==> config.mk <==
export PLATFORM = sky130hd
export DESIGN_NAME = refdiv_cfg_port
export DESIGN_NICKNAME = d
export VERILOG_FILES = /design/src/rtl/refdiv_pkg.sv /design/src/rtl/refdiv_sync.sv /design/src/rtl/refdiv_shift.sv /design/src/rtl/refdiv_bufs.sv /design/src/rtl/refdiv_cfg_port.sv
export SDC_FILE = /design/constraint.sdc
export NUM_CORES = 1
export LEC_CHECK = 0
export BUFFER_PORTS_ARGS = -buffer_cell sky130_fd_sc_hd__buf_2
export CORE_UTILIZATION = 50
export CTS_BUF_LIST = sky130_fd_sc_hd__clkbuf_16
export DETAILED_ROUTE_END_ITERATION = 10
export PLACE_DENSITY = 0.76
export SETUP_SLACK_MARGIN = 0.02
export SLEW_MARGIN = 20
export SYNTH_ARGS = -nofsm -noshare
export SYNTH_HDL_FRONTEND = slang
export SYNTH_HIERARCHICAL = 1
export SYNTH_SLANG_ARGS = --single-unit
==> constraint.sdc <==
create_clock -name clk -period 4.1 [get_ports clk]
set_input_delay 0.82 -clock clk [delete_from_list [all_inputs] [get_ports clk]]
set_output_delay 0.82 -clock clk [all_outputs]
set_load 0.01 [all_outputs]
==> src/rtl/refdiv_pkg.sv <==
package refdiv_pkg;
   localparam logic [2:0] REFOUT_XTAL_OFF   = 3'd0;
   localparam logic [2:0] REFOUT_XTAL_ON    = 3'd1;
   localparam logic [2:0] REFOUT_LOW        = 3'd2;
   localparam logic [2:0] REFOUT_BUFFERED   = 3'd3;
   localparam logic [2:0] REFOUT_DIV2       = 3'd4;
   localparam logic [2:0] REFOUT_DIV4       = 3'd5;
   localparam logic [2:0] REFOUT_DIV8       = 3'd6;
   localparam logic [2:0] REFOUT_DIV16      = 3'd7;

   function automatic int unsigned cnt_width(input int unsigned n);
      return $clog2(n + 2);
   endfunction
endpackage

==> src/rtl/refdiv_sync.sv <==
module refdiv_sync #(
   parameter int unsigned   WIDTH   = 1,
   parameter int unsigned   STAGES  = 2,
   parameter logic [WIDTH-1:0] RST_VAL = '0
) (
   input  logic             clk,
   input  logic             rst_n,
   input  logic [WIDTH-1:0] d_i,
   output logic [WIDTH-1:0] q_o
);
   if (STAGES < 2) begin : g_bad_stages
      $error("refdiv_sync: STAGES must be at least 2");
   end

   for (genvar b = 0; b < WIDTH; b++) begin : g_bit
      logic [STAGES-1:0] chain;
      always_ff @(posedge clk or negedge rst_n) begin
         if (!rst_n) chain <= {STAGES{RST_VAL[b]}};
         else        chain <= {chain[STAGES-2:0], d_i[b]};
      end
      assign q_o[b] = chain[STAGES-1];
   end
endmodule

==> src/rtl/refdiv_shift.sv <==
module refdiv_shift #(
   parameter int unsigned WORD_W = 16
) (
   input  logic              clk,
   input  logic              rst_n,
   input  logic              sclk_s,
   input  logic              sdat_s,
   input  logic              en_n_s,
   output logic [WORD_W-1:0] word_o,
   output logic              word_ok_o,
   output logic              commit_o
);
   localparam int unsigned CNT_W = refdiv_pkg::cnt_width(WORD_W);
   localparam logic [CNT_W-1:0] CNT_FULL = CNT_W'(WORD_W);
   localparam logic [CNT_W-1:0] CNT_OVER = CNT_W'(WORD_W + 1);

   logic              sclk_q, en_n_q;
   logic [CNT_W-1:0]  cnt;
   logic [WORD_W-1:0] shreg;
   logic              sclk_rise, en_fall, en_rise;

   assign sclk_rise = sclk_s & ~sclk_q;
   assign en_fall   = ~en_n_s & en_n_q;
   assign en_rise   = en_n_s & ~en_n_q;

   always_ff @(posedge clk or negedge rst_n) begin
      if (!rst_n) begin
         sclk_q <= 1'b0;
         en_n_q <= 1'b1;
         cnt    <= '0;
         shreg  <= '0;
      end else begin
         sclk_q <= sclk_s;
         en_n_q <= en_n_s;
         if (en_fall) begin
            cnt <= '0;
         end else if (!en_n_s && sclk_rise) begin
            shreg <= {shreg[WORD_W-2:0], sdat_s};
            if (cnt != CNT_OVER) cnt <= cnt + 1'b1;
         end
      end
   end

   assign word_o    = shreg;
   assign word_ok_o = en_rise && (cnt == CNT_FULL);
   assign commit_o  = en_rise && (cnt == '0) && !sclk_s;

   AST_CNT_BOUND: assert property (@(posedge clk) disable iff (!rst_n)
      cnt <= CNT_OVER);
   AST_IDLE_NOSHIFT: assert property (@(posedge clk) disable iff (!rst_n)
      (en_n_s && en_n_q) |=> $stable(shreg));
   AST_ONE_EVENT: assert property (@(posedge clk) disable iff (!rst_n)
      !(word_ok_o && commit_o));
endmodule

==> src/rtl/refdiv_bufs.sv <==
module refdiv_bufs #(
   parameter int unsigned       MODE_W    = 3,
   parameter int unsigned       RATIO_W   = 13,
   parameter logic [MODE_W-1:0]  MODE_RST  = '0,
   parameter logic [RATIO_W-1:0] RATIO_RST = '0
) (
   input  logic                      clk,
   input  logic                      rst_n,
   input  logic [MODE_W+RATIO_W-1:0] word_i,
   input  logic                      word_ok_i,
   input  logic                      commit_i,
   output logic [MODE_W-1:0]         mode_o,
   output logic [RATIO_W-1:0]        pend_o,
   output logic [RATIO_W-1:0]        act_o
);
   logic [MODE_W-1:0]  mode_q;
   logic [RATIO_W-1:0] pend_q, act_q;

   always_ff @(posedge clk or negedge rst_n) begin
      if (!rst_n) begin
         mode_q <= MODE_RST;
         pend_q <= RATIO_RST;
         act_q  <= RATIO_RST;
      end else begin
         if (word_ok_i) begin
            mode_q <= word_i[MODE_W+RATIO_W-1:RATIO_W];
            pend_q <= word_i[RATIO_W-1:0];
         end
         if (commit_i) act_q <= pend_q;
      end
   end

   assign mode_o = mode_q;
   assign pend_o = pend_q;
   assign act_o  = act_q;

   AST_MODE_HOLD: assert property (@(posedge clk) disable iff (!rst_n)
      !word_ok_i |=> $stable(mode_q));
   AST_ACT_HOLD: assert property (@(posedge clk) disable iff (!rst_n)
      !commit_i |=> $stable(act_q));
   AST_COMMIT_COPY: assert property (@(posedge clk) disable iff (!rst_n)
      commit_i |=> (act_q == $past(pend_q)));
   AST_PEND_KEEP: assert property (@(posedge clk) disable iff (!rst_n)
      commit_i |=> $stable(pend_q));
endmodule

==> src/rtl/refdiv_cfg_port.sv <==
module refdiv_cfg_port #(
   parameter int unsigned        WORD_W      = 16,
   parameter int unsigned        MODE_W      = 3,
   parameter int unsigned        RATIO_W     = 13,
   parameter int unsigned        SYNC_STAGES = 2,
   parameter logic [MODE_W-1:0]  MODE_RST    = refdiv_pkg::REFOUT_DIV8,
   parameter logic [RATIO_W-1:0] RATIO_RST   = 13'd5
) (
   input  logic               clk,
   input  logic               rst_n,
   input  logic               ser_clk_i,
   input  logic               ser_dat_i,
   input  logic               ser_en_n_i,
   output logic [MODE_W-1:0]  refout_mode_o,
   output logic [RATIO_W-1:0] ratio_pend_o,
   output logic [RATIO_W-1:0] ratio_act_o
);
   if (WORD_W != MODE_W + RATIO_W) begin : g_bad_split
      $error("refdiv_cfg_port: WORD_W must equal MODE_W + RATIO_W");
   end
   if (WORD_W < 2) begin : g_bad_word
      $error("refdiv_cfg_port: WORD_W too small");
   end

   logic [2:0]        raw_bus, syn_bus;
   logic [WORD_W-1:0] word;
   logic              word_ok, commit;

   assign raw_bus = {ser_en_n_i, ser_dat_i, ser_clk_i};

   refdiv_sync #(
      .WIDTH   (3),
      .STAGES  (SYNC_STAGES),
      .RST_VAL (3'b100)
   ) u_sync (
      .clk   (clk),
      .rst_n (rst_n),
      .d_i   (raw_bus),
      .q_o   (syn_bus)
   );

   refdiv_shift #(
      .WORD_W (WORD_W)
   ) u_shift (
      .clk       (clk),
      .rst_n     (rst_n),
      .sclk_s    (syn_bus[0]),
      .sdat_s    (syn_bus[1]),
      .en_n_s    (syn_bus[2]),
      .word_o    (word),
      .word_ok_o (word_ok),
      .commit_o  (commit)
   );

   refdiv_bufs #(
      .MODE_W    (MODE_W),
      .RATIO_W   (RATIO_W),
      .MODE_RST  (MODE_RST),
      .RATIO_RST (RATIO_RST)
   ) u_bufs (
      .clk       (clk),
      .rst_n     (rst_n),
      .word_i    (word),
      .word_ok_i (word_ok),
      .commit_i  (commit),
      .mode_o    (refout_mode_o),
      .pend_o    (ratio_pend_o),
      .act_o     (ratio_act_o)
   );

   AST_RST_MODE: assert property (@(posedge clk)
      $rose(rst_n) |-> (refout_mode_o == MODE_RST));
endmodule

## Yosys cells after proc, flatten, opt, wreduce, memory -nomap -nowiden

Cells that the tools add are included.

| storage, ports and cells | value |
|---|---|
| bits in registers | 58 |
| bits of input ports | 5 |
| output and inout port bits | 29 |
| logic and storage cells | 34 |

| operators by class | value |
|---|---|
| add/sub/neg operators | 1 |
| equality and inequality tests | 2 |
| muxes and demuxes | 3 |
| bitwise gates (word level) | 7 |
| reductions and logical operators | 11 |

Operators with widths:

| operator | number |
|---|---|
| 5-bit two-way mux | 3 |
| 5-bit by 1-bit adder with 5-bit output (second input constant) | 1 |
| 5-bit equality test (second input constant) | 1 |
| 5-bit logical NOT | 1 |
| 5-bit inequality test (second input constant) | 1 |
| 1-bit logical AND | 4 |
| 1-bit NOT | 4 |
| 2-bit AND reduction | 2 |
| 2-bit nonzero test | 2 |
| 1-bit AND | 3 |
| 1-bit logical NOT | 2 |

## Logic depth before layout (Yosys ltp)

Gate-level depths: netlist (run 1).

| depth | value |
|---|---|
| depth in word-level cells | 5 |
| depth in mapped cells | 6 |

## Cells and area by module

The synthesis (run 1) kept the hierarchy.

Modules (own cells, without submodules):

| module | times used | cells an instance | area an instance (µm²) |
|---|---|---|---|
| refdiv_bufs | 1 | 61 | 1139.8 |
| refdiv_shift | 1 | 74 | 1007.2 |
| refdiv_sync | 1 | 9 | 175.2 |

## Worst setup path before layout (run 1)

Ideal clock, no wire load.

| timing path | value |
|---|---|
| path type | reg2reg |
| start | register u_sync.g_bit[2].chain[1] |
| end | register u_bufs.act_q[10] (netlist: u_bufs/act_o[10]) |
| arrival | 1.601 ns |
| data required time | 3.975 ns |
| slack | 2.375 ns |
| stages on the path, launching flop included | 6 |
| path buffers | 2 |
| cell sequence | dfstp_2 > buf_4 > nor4b_1 > and3_1 > buf_6 > mux2_2 |

| between the ends | value |
|---|---|
| longest elaborated chain between the ends | 3 |

Ends and longest elaborated chain:

| element | line | RTL |
|---|---|---|
| from (decl) | refdiv_sync.sv:16 | `logic [STAGES-1:0] chain;` |
| from (signal assigned) | refdiv_sync.sv:18 | `if (!rst_n) chain <= {STAGES{RST_VAL[b]}};` |
| from (signal assigned) | refdiv_sync.sv:19 | `else chain <= {chain[STAGES-2:0], d_i[b]};` |
| 1-bit AND | refdiv_shift.sv:24 | `assign en_rise = en_n_s & ~en_n_q;` |
| 1-bit logical AND (2 in series) | refdiv_shift.sv:46 | `assign commit_o = en_rise && (cnt == '0) && !sclk_s;` |
| via commit | refdiv_cfg_port.sv:27 | `logic word_ok, commit;` |
| to (signal assigned) | refdiv_bufs.sv:29 | `if (commit_i) act_q <= pend_q;` |
| to (decl) | refdiv_bufs.sv:17 | `logic [RATIO_W-1:0] pend_q, act_q;` |

The timed path passes the listed nets, and every way through them passes these cells.
A chain may end at the register's enable or synchronous reset.

## Worst setup path in the final report (run 1)

| timing path | value |
|---|---|
| start | register u_sync.g_bit[2].chain[1] |
| end | register u_bufs.mode_q[0] (netlist: u_bufs/mode_o[0]) |

| between the ends | value |
|---|---|
| longest elaborated chain between the ends | 2 |

Ends and longest elaborated chain:

| element | line | RTL |
|---|---|---|
| 1-bit AND | refdiv_shift.sv:24 |  |
| 1-bit logical AND | refdiv_shift.sv:45 | `assign word_ok_o = en_rise && (cnt == CNT_FULL);` |
| via word_ok | refdiv_cfg_port.sv:27 |  |
| to (signal assigned) | refdiv_bufs.sv:26 | `mode_q <= word_i[MODE_W+RATIO_W-1:RATIO_W];` |
| to (decl) | refdiv_bufs.sv:16 | `logic [MODE_W-1:0] mode_q;` |

The timed path passes the listed nets, and every way through them passes these cells.

==> results.ini, run 1 <==
[sta]
drv_slew=0
relSlewSlack=0.375
finClkSkew_ns=0.00318
setup_tns_ns=0
timing.hold.ws_ns=0.353
min_period_ns=2.27
tightest_slew_ns=0.937
timing.fmax_mhz=440
rsz0062_at_grt=no
final-hold-violation-count=0
finalSetupViolCount=0
period_share=0.554

[layout]
syn_to_final_growth_pct=17.8
most-common-layout-cells=dfrtp_1, buf_2, mux2_2
final_cell_area_sq_um=2740
layout-drive-gt1-share=0.462
n_antenna_cell=0
fin_nets=190
fillers=339
final_common_cell=dfrtp_1

[synthesis]
netlist_area_sq_um=2320
ys_seq_area_frac=0.630
synth.area.top_cells=dfrtp_1, dfstp_2, mux2_2
synth_top_area_frac=0.528
syn_nets=152
yosysTopAreaCell=dfrtp_1
syn_area_per_cell_sq_um=16.1
ys_warn_count=6
synthDistinctLibCells=27
synth_cells=144
ys_ff_latch=58

[worst_setup_path]
r2r_end=u_bufs/mode_o[0]
critical_path_buf_inv_count=0
cp.arrival_ns=2.46
crit_chain=nor4b_1 > and3_1 > mux2_2
start_kind=flip-flop
end_kind=flip-flop
worst-r2r-setup-slack_ns=1.83
slowest_delay_ns=0.84
crit_family=simple AND/OR/NAND/NOR gates
cp_max_fo=16
cp.required_ns=4.29
slowest_stage=and3_1
r2r-start=u_sync/g_bit[2].chain[1]
ff2ff_path_depth=3
path_class=reg -> reg

[worst_hold_path]
worst_hold_path.num_cells=0
hold_start=u_sync/g_bit[2].chain[0]
hp-class=reg -> reg
whs_endpoint=u_sync/g_bit[2].chain[1]

[grt]
grt_pass1_wl_microns=6620
grtUsageTotal=0.183
antenna_found_initial=0
grt_overflow=0
grt_pass1_vias=1398
grt_max_degree=38

[clocking]
cts_buffers=9
clockBufferDepth=2
clock_sinks=58
post_cts_buffers=0
htreeDepth=3
cts_hold_buf=0
root_buffer=clkbuf_16
cts_tree=yes
insertion_delay_ns=0.31
cts_resized=0
cts.clk_slew.worst_paths_ns=0.05

[power_and_ir_drop]
power_density_nw_per_um2=470
finalPower_mw=1.28
leakage_nw=1.43
clkPwrFrac=0.479
pwr-share-comb=0.037
p_int_mw=1.01
p_sw_frac=0.210
worst_ir_drop_vdd_mv=0.247
p_seq_frac=0.484
power.switching_uw=270

[drt]
vias=1309
detail-route-antenna-nets=0
drt-wirelength-per-cell_microns=16.0
drt-vias-per-instance=5.50
drc=0
drtPass1Iterations=4
drt-initial-drc-count=51
drt-total-wl_microns=3810

[floorplanning]
start_util=0.526
core_sq_um=4410
placementRows=24
die-area_sq_um=4920
die_h_microns=70.2
num_io_pins=34
die_w_microns=70.2

[placed_design]
routabilityCongestion=0.794
portBuffers=33
dpl_cell_area_sq_um=2480
hpwl_microns=2560

[outcome]
status=complete, no violations

[run]
max-cap-violations=0

==> cells in the mapped netlist <==
| master | n |
|---|---|
| or3b_4 | 1 |
| ha_1 | 3 |
| inv_1 | 3 |
| nor2_1 | 2 |
| nor4b_1 | 1 |
| or4bb_1 | 1 |
| nand3_1 | 3 |
| or3_1 | 2 |
| mux2_1 | 16 |
| o21ai_1 | 2 |
| nand2_1 | 3 |
| or4_1 | 1 |
| a21oi_1 | 4 |
| dfrtp_1 | 49 |
| mux2_4 | 10 |
| o21ai_0 | 1 |
| and3_1 | 2 |
| o221ai_1 | 1 |
| dfstp_2 | 9 |
| buf_4 | 3 |
| nor2_8 | 1 |
| nand4bb_1 | 1 |
| mux2_2 | 19 |
| nor4bb_1 | 1 |
| buf_12 | 1 |
| buf_6 | 3 |
| nor3b_1 | 1 |
==> stage by stage <==
stage | util | setup WS [ns] | std cells
final | 0.620 | 1.83 | 238
after global routing | 0.620 | 1.64 | 238
after CTS | 0.620 | 1.84 | 238
after detailed placement | 0.563 | 1.85 | 223
after global placement | 0.563 | 1.95 | 223
after floorplan | - | 2.37 | 144
==> flip-flops by register name, summed over array words and instances (netlist names) <==
register / cells
u_shift/cnt: 5
u_shift/sclk_q: 1
u_shift/word_o: 16
u_shift/en_n_q: 1
u_bufs/mode_o: 3
u_sync/g_bit.chain: 6
u_bufs/pend_o: 13
u_bufs/act_o: 13
==> worst register-to-register path: stages, from the launching register on <==
cell     delay [ns]
dfstp_2        0.58
nor4b_1        0.31
and3_1         0.84
mux2_2         0.43
==> worst max path at each step <==
stage / from / endpoint / slack [ns] / depth (start not counted)
after floorplan: u_sync/g_bit[2].chain[1] / u_bufs/act_o[10] / 2.37 / 5
after global placement: u_sync/g_bit[2].chain[1] / u_bufs/pend_o[12] / 1.95 / 3
after detailed placement: u_sync/g_bit[2].chain[1] / u_bufs/mode_o[0] / 1.85 / 3
after CTS: u_sync/g_bit[2].chain[1] / u_bufs/mode_o[0] / 1.84 / 3
after global routing: u_sync/g_bit[2].chain[1] / u_bufs/mode_o[0] / 1.64 / 3
final: u_sync/g_bit[2].chain[1] / u_bufs/mode_o[0] / 1.83 / 3
==> cell families (layout without fill, tap and decap cells) <==
kind of cell             count (synthesis)  after routing  synth area share
flip-flops                              58             58             0.630
multiplexers                            45             45             0.234
AND/OR/NAND/NOR                         20             20            0.0630
buffers and inverters                   10             52            0.0377
AO/OA/AOI/OAI                            8              8            0.0189
adder cells (fa/ha/maj)                  3              3            0.0162
==> metal layers <==
metal,share of wire,vias to the layer above,GRT usage
li1,-,590,-
met1,0.43,677,0.211
met2,0.52,40,0.302
met3,0.047,2,0.0649
met4,0.0045,0,0.0867
met5,0,-,0
==> power groups by stage <==
| stage | clock [mW] | combinational, mW | sequential, mW |
|---|---|---|---|
| 2_1_floorplan | 0 | 0.0330 | 0.621 |
| 3_3_place_gp | 0 | 0.0446 | 0.626 |
| 3_5_place_dp | 0 | 0.0488 | 0.629 |
| 4_1_cts | 0.631 | 0.0492 | 0.620 |
| 5_1_grt | 0.663 | 0.0554 | 0.625 |
| 6_report | 0.615 | 0.0480 | 0.621 |
==> cell type report <==
cell class	count	area (sq um)	area share
clock inverters	6	26.3	0.00961
clock buffers	9	225	0.0823
inverters	3	11.3	0.00412
multi-input cells	76	772	0.282
repair buffers	34	173	0.0631
well taps	52	65.1	0.0238
flip-flops and latches	58	1460	0.535
Power figures use the tool's default switching activity.
==> inputs of run 2 (changes only) <==
==> constraint.sdc (replaced) <==
create_clock -name clk -period 2.2 [get_ports clk]
set_input_delay 0.44 -clock clk [delete_from_list [all_inputs] [get_ports clk]]
set_output_delay 0.44 -clock clk [all_outputs]
set_load 0.01 [all_outputs]
==> run 2 against run 1 <==
Clock-buffer cell count stayed put; routed wire length rose by 0.94%; sequential share of layout area decreased by 0.98 points; clock power up 110%; sequential cell count is the same; design area up 1.9%; total power increased by 96%; non-clock buffer count rose by 3; maximum frequency up 14%; final cell count grew 1.7%; utilization up 1.2 points; combinational power grew 88%; largest cell class unchanged.
==> results.ini, run 2 (synthesis results as in run 1) <==
[floorplanning]
num_io_pins=34  ; unchanged
core_sq_um=4410  ; unchanged
die-area_sq_um=4920  ; unchanged
die_h_microns=70.2  ; unchanged
die_w_microns=70.2  ; unchanged
start_util=0.526  ; unchanged
placementRows=24  ; unchanged

[worst_setup_path]
slowest_delay_ns=0.57  ; -0.27 ns
cp.required_ns=2.39  ; -1.90 ns
cp.depth=4  ; +1
r2r-start=u_sync/g_bit[2].chain[1]
crit_chain=nor4b_1 > and3_1 > buf_4 > mux2_2
end_kind=flip-flop
cp_max_fo=7  ; -9
startpoint=u_sync/g_bit[2].chain[1]
r2r_end=u_bufs/mode_o[0]
path_class=reg -> reg
cp.arrival_ns=2.19  ; -0.27 ns
start_kind=flip-flop
worst-r2r-setup-slack_ns=0.20  ; -1.62 ns
crit_family=simple AND/OR/NAND/NOR gates
ff2ff_path_depth=4  ; +1
slowest_stage=dfstp_2
cp-endpoint=u_bufs/mode_o[0]
critical_path_buf_inv_count=1  ; +1

[layout]
final_common_cell=dfrtp_1
fin_nets=193  ; +1.6%
seqCellArea_sq_um=1460  ; unchanged
n_antenna_cell=0  ; unchanged
multi_input_area_sq_um=772  ; unchanged
fillers=325  ; -4.1%
largest_reg_flops=16  ; unchanged
syn_to_final_growth_pct=20.0
most-common-layout-cells=dfrtp_1, buf_2, mux2_2
layout-drive-gt1-share=0.468  ; +0.00606

[power_and_ir_drop]
worst_ir_drop_vdd_mv=0.468  ; +90%
power_density_nw_per_um2=905  ; +93%
leakage_nw=1.46  ; +2.5%

[clocking]
post_cts_buffers=0  ; unchanged
cts.clk_slew.worst_paths_ns=0.05  ; about the same
cts_tree=yes
cts_buffers=9  ; unchanged
cts_resized=0  ; unchanged
clock_sinks=58  ; unchanged
insertion_delay_ns=0.32  ; about the same
clockBufferDepth=2  ; unchanged
htreeDepth=3  ; unchanged
root_buffer=clkbuf_16
cts_hold_buf=0  ; unchanged

[grt]
grt_overflow=0  ; unchanged
grt_max_degree=59  ; +55%
grt_pass1_vias=1418  ; +1.4%
grt_pass1_wl_microns=6880  ; +3.8%
grtUsageTotal=0.189  ; +0.00602
antenna_found_initial=0  ; unchanged

[drt]
vias=1291  ; -1.4%
drt-wirelength-per-cell_microns=15.9  ; -0.72%
drt-initial-drc-count=72  ; +41%
detail-route-antenna-nets=0  ; unchanged
drt-vias-per-instance=5.33  ; -3.0%
drtPass1Iterations=4  ; unchanged
drc=0  ; unchanged
drt-total-wl_microns=3850  ; +0.94%

[sta]
rsz0062_at_grt=no
finClkSkew_ns=0.00822  ; +0.00505 ns
relSlewSlack=0.537  ; +0.162
finalSetupViolCount=0  ; unchanged
setup_tns_ns=0  ; unchanged
setup_ws_ns=0.203  ; -1.62 ns
period_share=0.908  ; +0.353
final-hold-violation-count=0  ; unchanged
min_period_ns=2.00  ; -0.276 ns
timing.fmax_mhz=501  ; +14%
drv_slew=0  ; unchanged
tightest_slew_ns=0.694  ; -0.243 ns

[worst_hold_path]
hp-class=in -> reg

[run]
max-cap-violations=0  ; unchanged

[placed_design]
routabilityCongestion=0.705  ; -11%
hpwl_microns=2510  ; -2.1%
portBuffers=33  ; unchanged
place_ws_ns=0.289  ; -1.56 ns

[outcome]
status=complete, no violations

==> run 2: changes by cell type in the layout (fill, tap and decap cells not counted), sizes merged <==
cell	previous run	this run
buf	34	37
inv	4	6
bufinv	0	1
clkinv	5	3
==> run 2: worst min-delay path by stage <==
stage | startpoint | endpoint | slack, ns | cells past startpoint
finish | ser_en_n_i | u_sync/g_bit[2].chain[0] | 0.23 | 1
global route | ser_en_n_i | u_sync/g_bit[2].chain[0] | 0.22 | 1
CTS | ser_en_n_i | u_sync/g_bit[2].chain[0] | 0.21 | 1
detailed placement | u_sync/g_bit[1].chain[0] | u_sync/g_bit[1].chain[1] | 0.34 | 0
global placement | u_sync/g_bit[1].chain[0] | u_sync/g_bit[1].chain[1] | 0.34 | 0
floorplan | rst_n | u_bufs/act_o[10] | 0.14 | 0
==> run 2: area by class of cell <==
class,count,share of cell area
sequential,58,0.525
multi-input combinational,76,0.277
clock buffer,9,0.0808
timing repair buffer,37,0.0700
tap,52,0.0233
clock inverter,7,0.0198
inverter,3,0.00404
==> run 2: power by group <==
part           internal, mW  switching (mW)
Sequential             1.12          0.0397
Combinational        0.0405          0.0499
Clock                 0.851           0.421
Total                  2.01           0.511
==> run 2: per-stage QoR <==
stage               total power, mW  cells   util  instance area [sq um]  hold slack [ns]
finish                         2.52    242  0.631                   2790            0.226
global route                   2.63    242  0.631                   2790            0.216
CTS                            2.56    242  0.631                   2790            0.215
detailed placement             1.27    226  0.568                   2510            0.336
global placement               1.25    226  0.568                   2510            0.338
floorplan                      1.22    144      -                   2320            0.144
==> run 2: worst register-to-register path: cells and delay by family, from the launching register on <==
family        cells  cell delay [ns]
simple gates      2             0.72
flops             1             0.57
mux               1             0.35
buf+inv           1             0.23
==> run 2: metal layers <==
metal | share of wire | vias up | track usage
li1 | - | 596 | -
met5 | 0 | - | 0
met1 | 0.43 | 653 | 0.225
met4 | 0.016 | 0 | 0.120
met3 | 0.035 | 6 | 0.0433
met2 | 0.52 | 36 | 0.308
